<file path="src/rtl/bic_pkg.sv">
package bic_pkg;

    // Gate pair of one phase, active high.
    typedef struct packed {
        logic hi;
        logic lo;
    } gate_pair_t;

endpackage

</file>
<file path="src/rtl/bic_sync.sv">
module bic_sync #(
    parameter int        W       = 1,
    parameter logic      RST_VAL = 1'b0
) (
    input  logic         clk,
    input  logic         rst_n,
    input  logic [W-1:0] async_i,
    output logic [W-1:0] sync_o
);

    typedef struct packed {
        logic [W-1:0] s1;
        logic [W-1:0] s2;
    } sync_state_t;

    sync_state_t st_d, st_q;

    always_comb begin
        st_d    = st_q;
        st_d.s1 = async_i;
        st_d.s2 = st_q.s1;
    end

    always_ff @(posedge clk or negedge rst_n) begin
        if (!rst_n) begin
            st_q.s1 <= {W{RST_VAL}};
            st_q.s2 <= {W{RST_VAL}};
        end else begin
            st_q <= st_d;
        end
    end

    assign sync_o = st_q.s2;

endmodule

</file>
<file path="src/rtl/bic_glitch_filter.sv">
module bic_glitch_filter #(
    parameter int FILT_CYC = 15
) (
    input  logic clk,
    input  logic rst_n,
    input  logic raw_i,
    output logic filt_o
);

    localparam int CW = (FILT_CYC > 2) ? $clog2(FILT_CYC) : 1;
    localparam logic [CW-1:0] CNT_LAST = CW'(FILT_CYC - 1);

    typedef struct packed {
        logic          lvl;
        logic [CW-1:0] cnt;
    } filt_state_t;

    filt_state_t st_d, st_q;

    always_comb begin
        st_d = st_q;
        if (raw_i == st_q.lvl) begin
            st_d.cnt = '0;
        end else if (st_q.cnt == CNT_LAST) begin
            st_d.lvl = raw_i;
            st_d.cnt = '0;
        end else begin
            st_d.cnt = st_q.cnt + 1'b1;
        end
    end

    always_ff @(posedge clk or negedge rst_n) begin
        if (!rst_n) begin
            st_q <= '0;
        end else begin
            st_q <= st_d;
        end
    end

    assign filt_o = st_q.lvl;

    // the filtered level moves only after a full window of disagreement.
    p_filter_window_r2: assert property (@(posedge clk) disable iff (!rst_n)
        !$stable(st_q.lvl) |-> ($past(st_q.cnt) == CNT_LAST));

endmodule

</file>
<file path="src/rtl/bic_phase_ctrl.sv">
module bic_phase_ctrl
    import bic_pkg::*;
#(
    parameter int DEAD_CYC = 100
) (
    input  logic       clk,
    input  logic       rst_n,
    input  logic       hi_req_i,
    input  logic       lo_req_i,
    input  logic       dis_i,
    output gate_pair_t gate_o,
    output logic       event_o
);

    localparam int IW = (DEAD_CYC > 2) ? $clog2(DEAD_CYC) : 1;
    localparam logic [IW-1:0] IDLE_DONE = IW'(DEAD_CYC - 1);

    typedef struct packed {
        gate_pair_t    gate;
        logic [IW-1:0] idle;
        logic          ev;
    } phase_state_t;

    phase_state_t st_d, st_q;
    logic         dead_ok;
    logic         hi_only;
    logic         lo_only;

    always_comb begin
        st_d    = st_q;
        dead_ok = (st_q.idle == IDLE_DONE);
        hi_only = hi_req_i & ~lo_req_i;
        lo_only = lo_req_i & ~hi_req_i;

        st_d.gate.hi = ~dis_i & hi_only & (st_q.gate.hi | dead_ok);
        st_d.gate.lo = ~dis_i & lo_only & (st_q.gate.lo | dead_ok);

        if (dis_i || st_q.gate.hi || st_q.gate.lo) begin
            st_d.idle = '0;
        end else if (!dead_ok) begin
            st_d.idle = st_q.idle + 1'b1;
        end

        st_d.ev = (st_d.gate.hi ^ st_q.gate.hi) | (st_d.gate.lo ^ st_q.gate.lo);
    end

    always_ff @(posedge clk or negedge rst_n) begin
        if (!rst_n) begin
            st_q <= '0;
        end else begin
            st_q <= st_d;
        end
    end

    assign gate_o  = st_q.gate;
    assign event_o = st_q.ev;

    // never both switches of a phase.
    p_no_overlap_r3: assert property (@(posedge clk) disable iff (!rst_n)
        !(st_q.gate.hi && st_q.gate.lo));

    // a rising gate was preceded by a cycle with both gates off.
    p_gap_before_on_r5: assert property (@(posedge clk) disable iff (!rst_n)
        ($rose(st_q.gate.hi) || $rose(st_q.gate.lo)) |->
        $past(!st_q.gate.hi && !st_q.gate.lo));

    // disable seen at the controller clears both gates next cycle.
    p_disable_off_r6: assert property (@(posedge clk) disable iff (!rst_n)
        dis_i |=> (!st_q.gate.hi && !st_q.gate.lo));

    // any gate edge is flagged in the same cycle.
    p_event_edge_r8: assert property (@(posedge clk) disable iff (!rst_n)
        (!$stable(st_q.gate.hi) || !$stable(st_q.gate.lo)) |-> st_q.ev);

endmodule

</file>
<file path="src/rtl/bridge_input_cond.sv">
module bridge_input_cond
    import bic_pkg::*;
#(
    parameter int NUM_PHASES = 3,
    parameter int FILT_CYC   = 15,
    parameter int DEAD_CYC   = 100
) (
    input  logic                  clk,
    input  logic                  rst_n,
    input  logic [NUM_PHASES-1:0] hi_cmd_n,
    input  logic [NUM_PHASES-1:0] lo_cmd_n,
    input  logic                  drv_disable,
    output logic [NUM_PHASES-1:0] hi_gate_en,
    output logic [NUM_PHASES-1:0] lo_gate_en,
    output logic [NUM_PHASES-1:0] sw_event
);

    localparam int NCMD = 2 * NUM_PHASES;

    logic [NCMD-1:0]       cmd_n_sync;
    logic [NCMD-1:0]       cmd_filt;
    logic                  dis_sync;
    gate_pair_t            gate_pair [NUM_PHASES];

    bic_sync #(.W(NCMD), .RST_VAL(1'b1)) u_cmd_sync (
        .clk     (clk),
        .rst_n   (rst_n),
        .async_i ({lo_cmd_n, hi_cmd_n}),
        .sync_o  (cmd_n_sync)
    );

    bic_sync #(.W(1), .RST_VAL(1'b1)) u_dis_sync (
        .clk     (clk),
        .rst_n   (rst_n),
        .async_i (drv_disable),
        .sync_o  (dis_sync)
    );

    for (genvar gi = 0; gi < NCMD; gi++) begin : g_filt
        bic_glitch_filter #(.FILT_CYC(FILT_CYC)) u_filt (
            .clk    (clk),
            .rst_n  (rst_n),
            .raw_i  (~cmd_n_sync[gi]),
            .filt_o (cmd_filt[gi])
        );
    end

    for (genvar gp = 0; gp < NUM_PHASES; gp++) begin : g_phase
        bic_phase_ctrl #(.DEAD_CYC(DEAD_CYC)) u_ctrl (
            .clk      (clk),
            .rst_n    (rst_n),
            .hi_req_i (cmd_filt[gp]),
            .lo_req_i (cmd_filt[NUM_PHASES + gp]),
            .dis_i    (dis_sync),
            .gate_o   (gate_pair[gp]),
            .event_o  (sw_event[gp])
        );
        assign hi_gate_en[gp] = gate_pair[gp].hi;
        assign lo_gate_en[gp] = gate_pair[gp].lo;
    end

endmodule

</file>
<file path="config.mk">
export PLATFORM = sky130hd
export DESIGN_NAME = bridge_input_cond
export DESIGN_NICKNAME = d
export VERILOG_FILES = /design/src/rtl/bic_pkg.sv /design/src/rtl/bic_sync.sv /design/src/rtl/bic_glitch_filter.sv /design/src/rtl/bic_phase_ctrl.sv /design/src/rtl/bridge_input_cond.sv
export SDC_FILE = /design/constraint.sdc
export NUM_CORES = 1
export LEC_CHECK = 0
export ABC_AREA = 1
export BUFFER_PORTS_ARGS = -buffer_cell sky130_fd_sc_hd__buf_2
export CORE_MARGIN = 2
export CORE_UTILIZATION = 45
export CTS_CLUSTER_DIAMETER = 50
export DETAILED_ROUTE_END_ITERATION = 6
export SYNTH_ARGS = -nofsm -noshare
export SYNTH_HDL_FRONTEND = slang
export SYNTH_SLANG_ARGS = --single-unit
</file>
<file path="constraint.sdc">
create_clock -name clk -period 3.5 [get_ports clk]
set_input_delay 0.35 -clock clk [delete_from_list [all_inputs] [get_ports clk]]
set_output_delay 0.35 -clock clk [all_outputs]
set_load 0.01 [all_outputs]
</file>
==> results by group <==
Route
  – DRT iter0 DRCs: 85
  – Routed wire per std cell: roughly 11 µm
  – Via count: about 2,100
  – Final wirelength: ~4900 µm
  – DR pass1 iterations: 4
  – Antenna Violating Nets Remaining: 0
  – DRC: 0
  – Vias per Instance: 4.639

STA
  – Setup ws final: 2.158 ns
  – Minimum clock period: about 1.3 ns
  – RSZ-0062 raised after global routing: no
  – Final TNS setup: 0 ns
  – Max_slew headroom: approximately two fifths
  – Worst-Margin Slew: slightly above 0.9 ns
  – Worst Skew: slightly above 0.01 ns
  – Slew Limit Fails: 0
  – Final setup viols: 0
  – Final Hold Fails: 0
  – Worst hold margin: ~0.11 ns
  – F_max: approximately 0.74 GHz
  – Final Cycle Share: around two fifths

Yosys
  – Synth top area share: between 40% and 50%
  – Number of synthesized flops with an enable pin: 0
  – Yosys warnings: 0
  – Top FF cell, synth: dfrtp_1
  – Synth unique cells: 20
  – Seq cells post-synth: 74
  – Yosys top cell by area: dfrtp_1
  – Area contributors post-synth: dfrtp_1 (46%), dfstp_2 (11%), nand2_1 (7.8%)
  – Fraction of registers with async set/reset: 100.0%
  – Avg Inst Size Synth: 9.736 µm²
  – Cell Area, Synth: roughly 3300 µm²
  – Post-Syn Instances: between 300 and 400
  – Most numerous cell in the Yosys netlist: nand2_1
  – Sequential fraction of the synthesis area: 56.81%
  – Post-synth top cells: nand2_1 (68), dfrtp_1 (60), nor2_1 (43), inv_1 (33), nand3_1 (31)
  – Syn nets: ~360

Clock network
  – Clock root buffer: clkbuf_8
  – CTS max path bufs: 2
  – Post-CTS Hold Buffers: 0
  – CTS clock-pin slew for the worst setup and hold paths: 0.07 ns
  – Cts bufs inserted: 9
  – Postcts setup bufs: 0
  – CTS tree: yes
  – H-Tree Depth: 3
  – Post_cts resized: 0
  – Worst skew pair latency: 0.33 ns
  – Num Clock Sinks: 74

Power
  – Power Density: 477.3 nW/µm²
  – Clock power frac: around two fifths
  – Power Internal: around 1400 µW
  – Sw Share: between 20% and 30%
  – Combinational group share of total power: 5.0%
  – Net Sw Power: 368.1 µW
  – Seq pwr share: ~53%
  – VDD IR-drop max: around 230 µV
  – Static Leak: between 0.0015 and 0.002 µW

Global route
  – Largest net degree at the start of global routing: 75
  – Initial antenna violation count: 0
  – GR Overflow Total: 0
  – Number of global-route vias before repair: approximately 2,000
  – Total GRT Usage: between 10% and 20%
  – First-pass GRT wire length: ~8600 µm

Floorplanning
  – # IOs: 18
  – Die area: roughly 8000 µm²
  – Starting density of the core: between 40% and 50%
  – Die width: roughly 90 µm
  – Row Count: 31
  – Die Ht: between 80 and 90 µm
  – Core ar.: a little over 7000 µm²

Setup path
  – Critical Path, Cell by Cell: ha_1 -> inv_1 -> nor2_1 -> nand3_1 -> o21ai_0 -> nand2_1 -> nand2_1
  – Slowest cell on the critical path: dfrtp_1
  – Crit path kind: register to register
  – Most frequent cell on the critical path: nand2_1
  – Highest cell delay on the worst timing path: just over 0.4 ns
  – CP Data Required Time: 3.77 ns
  – Register-to-Register Path Depth: 7
  – Startpoint types: register
  – Worst setup EP type: register
  – WP data arrival: 1.61 ns
  – Maximum fanout along the worst path: 5

Min path
  – Hold WC Path Type: primary input to register
  – Hold Path Depth: 1

Placed design
  – Detailed placement HPWL: approximately 3400 µm
  – Dpl ws: 2.196 ns
  – Final GP Congestion: between 0.7 and 0.8
  – IO Port Bufs: 17
  – Placed insts: 444

Final layout
  – Share of cells above drive strength 1: 14.96%
  – Final Util: between 50% and 60%
  – Finished Layout Cells: 460
  – Area Overhead vs Synth: 10.80%
  – Final nets: between 300 and 400
  – Diodes inserted: 0

Run
  – Maxcap violations: 0

Outcome
  – Outcome: complete, no violations
[stage by stage]
| step | total power, µW | instance area [µm²] |
|---|---|---|
| 2_1_floorplan | 993.2 | 3291 |
| 3_3_place_gp | 1027 | 3423 |
| 3_5_place_dp | 1031 | 3423 |
| 4_1_cts | 1773 | 3646 |
| 5_1_grt | 1833 | 3646 |
| 6_report | 1740 | 3646 |
[worst paths after layout]
check	start	end	slack, ns
max	g_phase[2].u_ctrl.st_q[1]$_DFFE_PN0P_	g_phase[2].u_ctrl.event_o$_DFF_PN0_	2.16
min	lo_cmd_n[2]	u_cmd_sync.st_d[5]$_DFF_PN1_	0.11
max reg2reg	g_phase[2].u_ctrl.st_q[1]$_DFFE_PN0P_	g_phase[2].u_ctrl.event_o$_DFF_PN0_	2.16
min reg2reg	u_cmd_sync.st_d[3]$_DFF_PN1_	u_cmd_sync.sync_o[3]$_DFF_PN1_	0.35
max in group asynchronous	rst_n	g_phase[1].u_ctrl.gate_o[1]$_DFF_PN0_	2.75
min in group asynchronous	rst_n	g_phase[0].u_ctrl.st_q[1]$_DFFE_PN0P_	0.14
[kinds of logic after synthesis]
group / count (synthesis) / synth area share (%)
compound gates: 24 / 3.879
buf+inv: 44 / 6.274
flops: 74 / 56.81
simple gates: 159 / 21.48
xor+xnor: 22 / 5.855
fa+ha+maj: 15 / 5.703
[layout make-up]
type	count	area, µm²
clock buffers	14	162.7
clock inverters	2	60.06
fillers	669	3530
inverters	34	127.6
multi-input cells	220	1215
flip-flops and latches	74	1869
well taps	99	123.9
repair buffers	17	87.58
[power by group through the flow]
| stage | combinational [µW] | clock [µW] | sequential (µW) |
|---|---|---|---|
| 2_1_floorplan | 60.9 | 0 | 932 |
| 3_3_place_gp | 88.3 | 0 | 939 |
| 3_5_place_dp | 90.3 | 0 | 940 |
| 4_1_cts | 90.4 | 758 | 924 |
| 5_1_grt | 104 | 799 | 930 |
| 6_report | 87.3 | 729 | 924 |
[flip-flops by register name (all words and copies together) (netlist names)]
name                    flops
g_filt.u_filt.st_q         24
g_phase.u_ctrl.st_q        21
g_filt.u_filt.filt_o        6
g_phase.u_ctrl.gate_o       6
u_cmd_sync.st_d             6
u_cmd_sync.sync_o           6
g_phase.u_ctrl.event_o      3
u_dis_sync.st_d             1
u_dis_sync.sync_o           1
[routing by layer]
metal  up-vias  share of wire (%)  GRT usage [%]
met1       993                 48          18.30
li1       1107                  -              -
met2        32                 47          22.15
met5         -                  0              0
met3         2                4.4          4.894
met4         0               0.34          6.106
[worst max-delay path: cells and delay by family (launching register included)]
family / cells / cell delay [ns]
AO/OA/AOI/OAI: 1 / 0.19
adder cells (fa/ha/maj): 1 / 0.23
buffers and inverters: 1 / 0.07
flip-flops: 1 / 0.41
AND/OR/NAND/NOR: 4 / 0.39
[cells in the final DEF (no fill, tap or decap), types with 3 or more instances in the layout]
| cell | Yosys | layout |
|---|---|---|
| buf_2 | 0 | 16 |
| dfrtp_1 | 60 | 60 |
| dfstp_2 | 14 | 14 |
| nand3_1 | 31 | 31 |
| nor3_4 | 3 | 3 |
| a21oi_1 | 10 | 10 |
| nand3b_1 | 4 | 4 |
| nor3_1 | 5 | 5 |
| nor2_2 | 4 | 4 |
| ha_1 | 15 | 15 |
| nor2_1 | 43 | 43 |
| o21ai_0 | 12 | 12 |
| clkbuf_1 | 0 | 3 |
| xnor2_1 | 12 | 12 |
| nand2_1 | 68 | 68 |
| xor2_1 | 10 | 10 |
| inv_1 | 33 | 33 |
| clkbuf_8 | 0 | 11 |
Power figures use the tool's default switching activity.
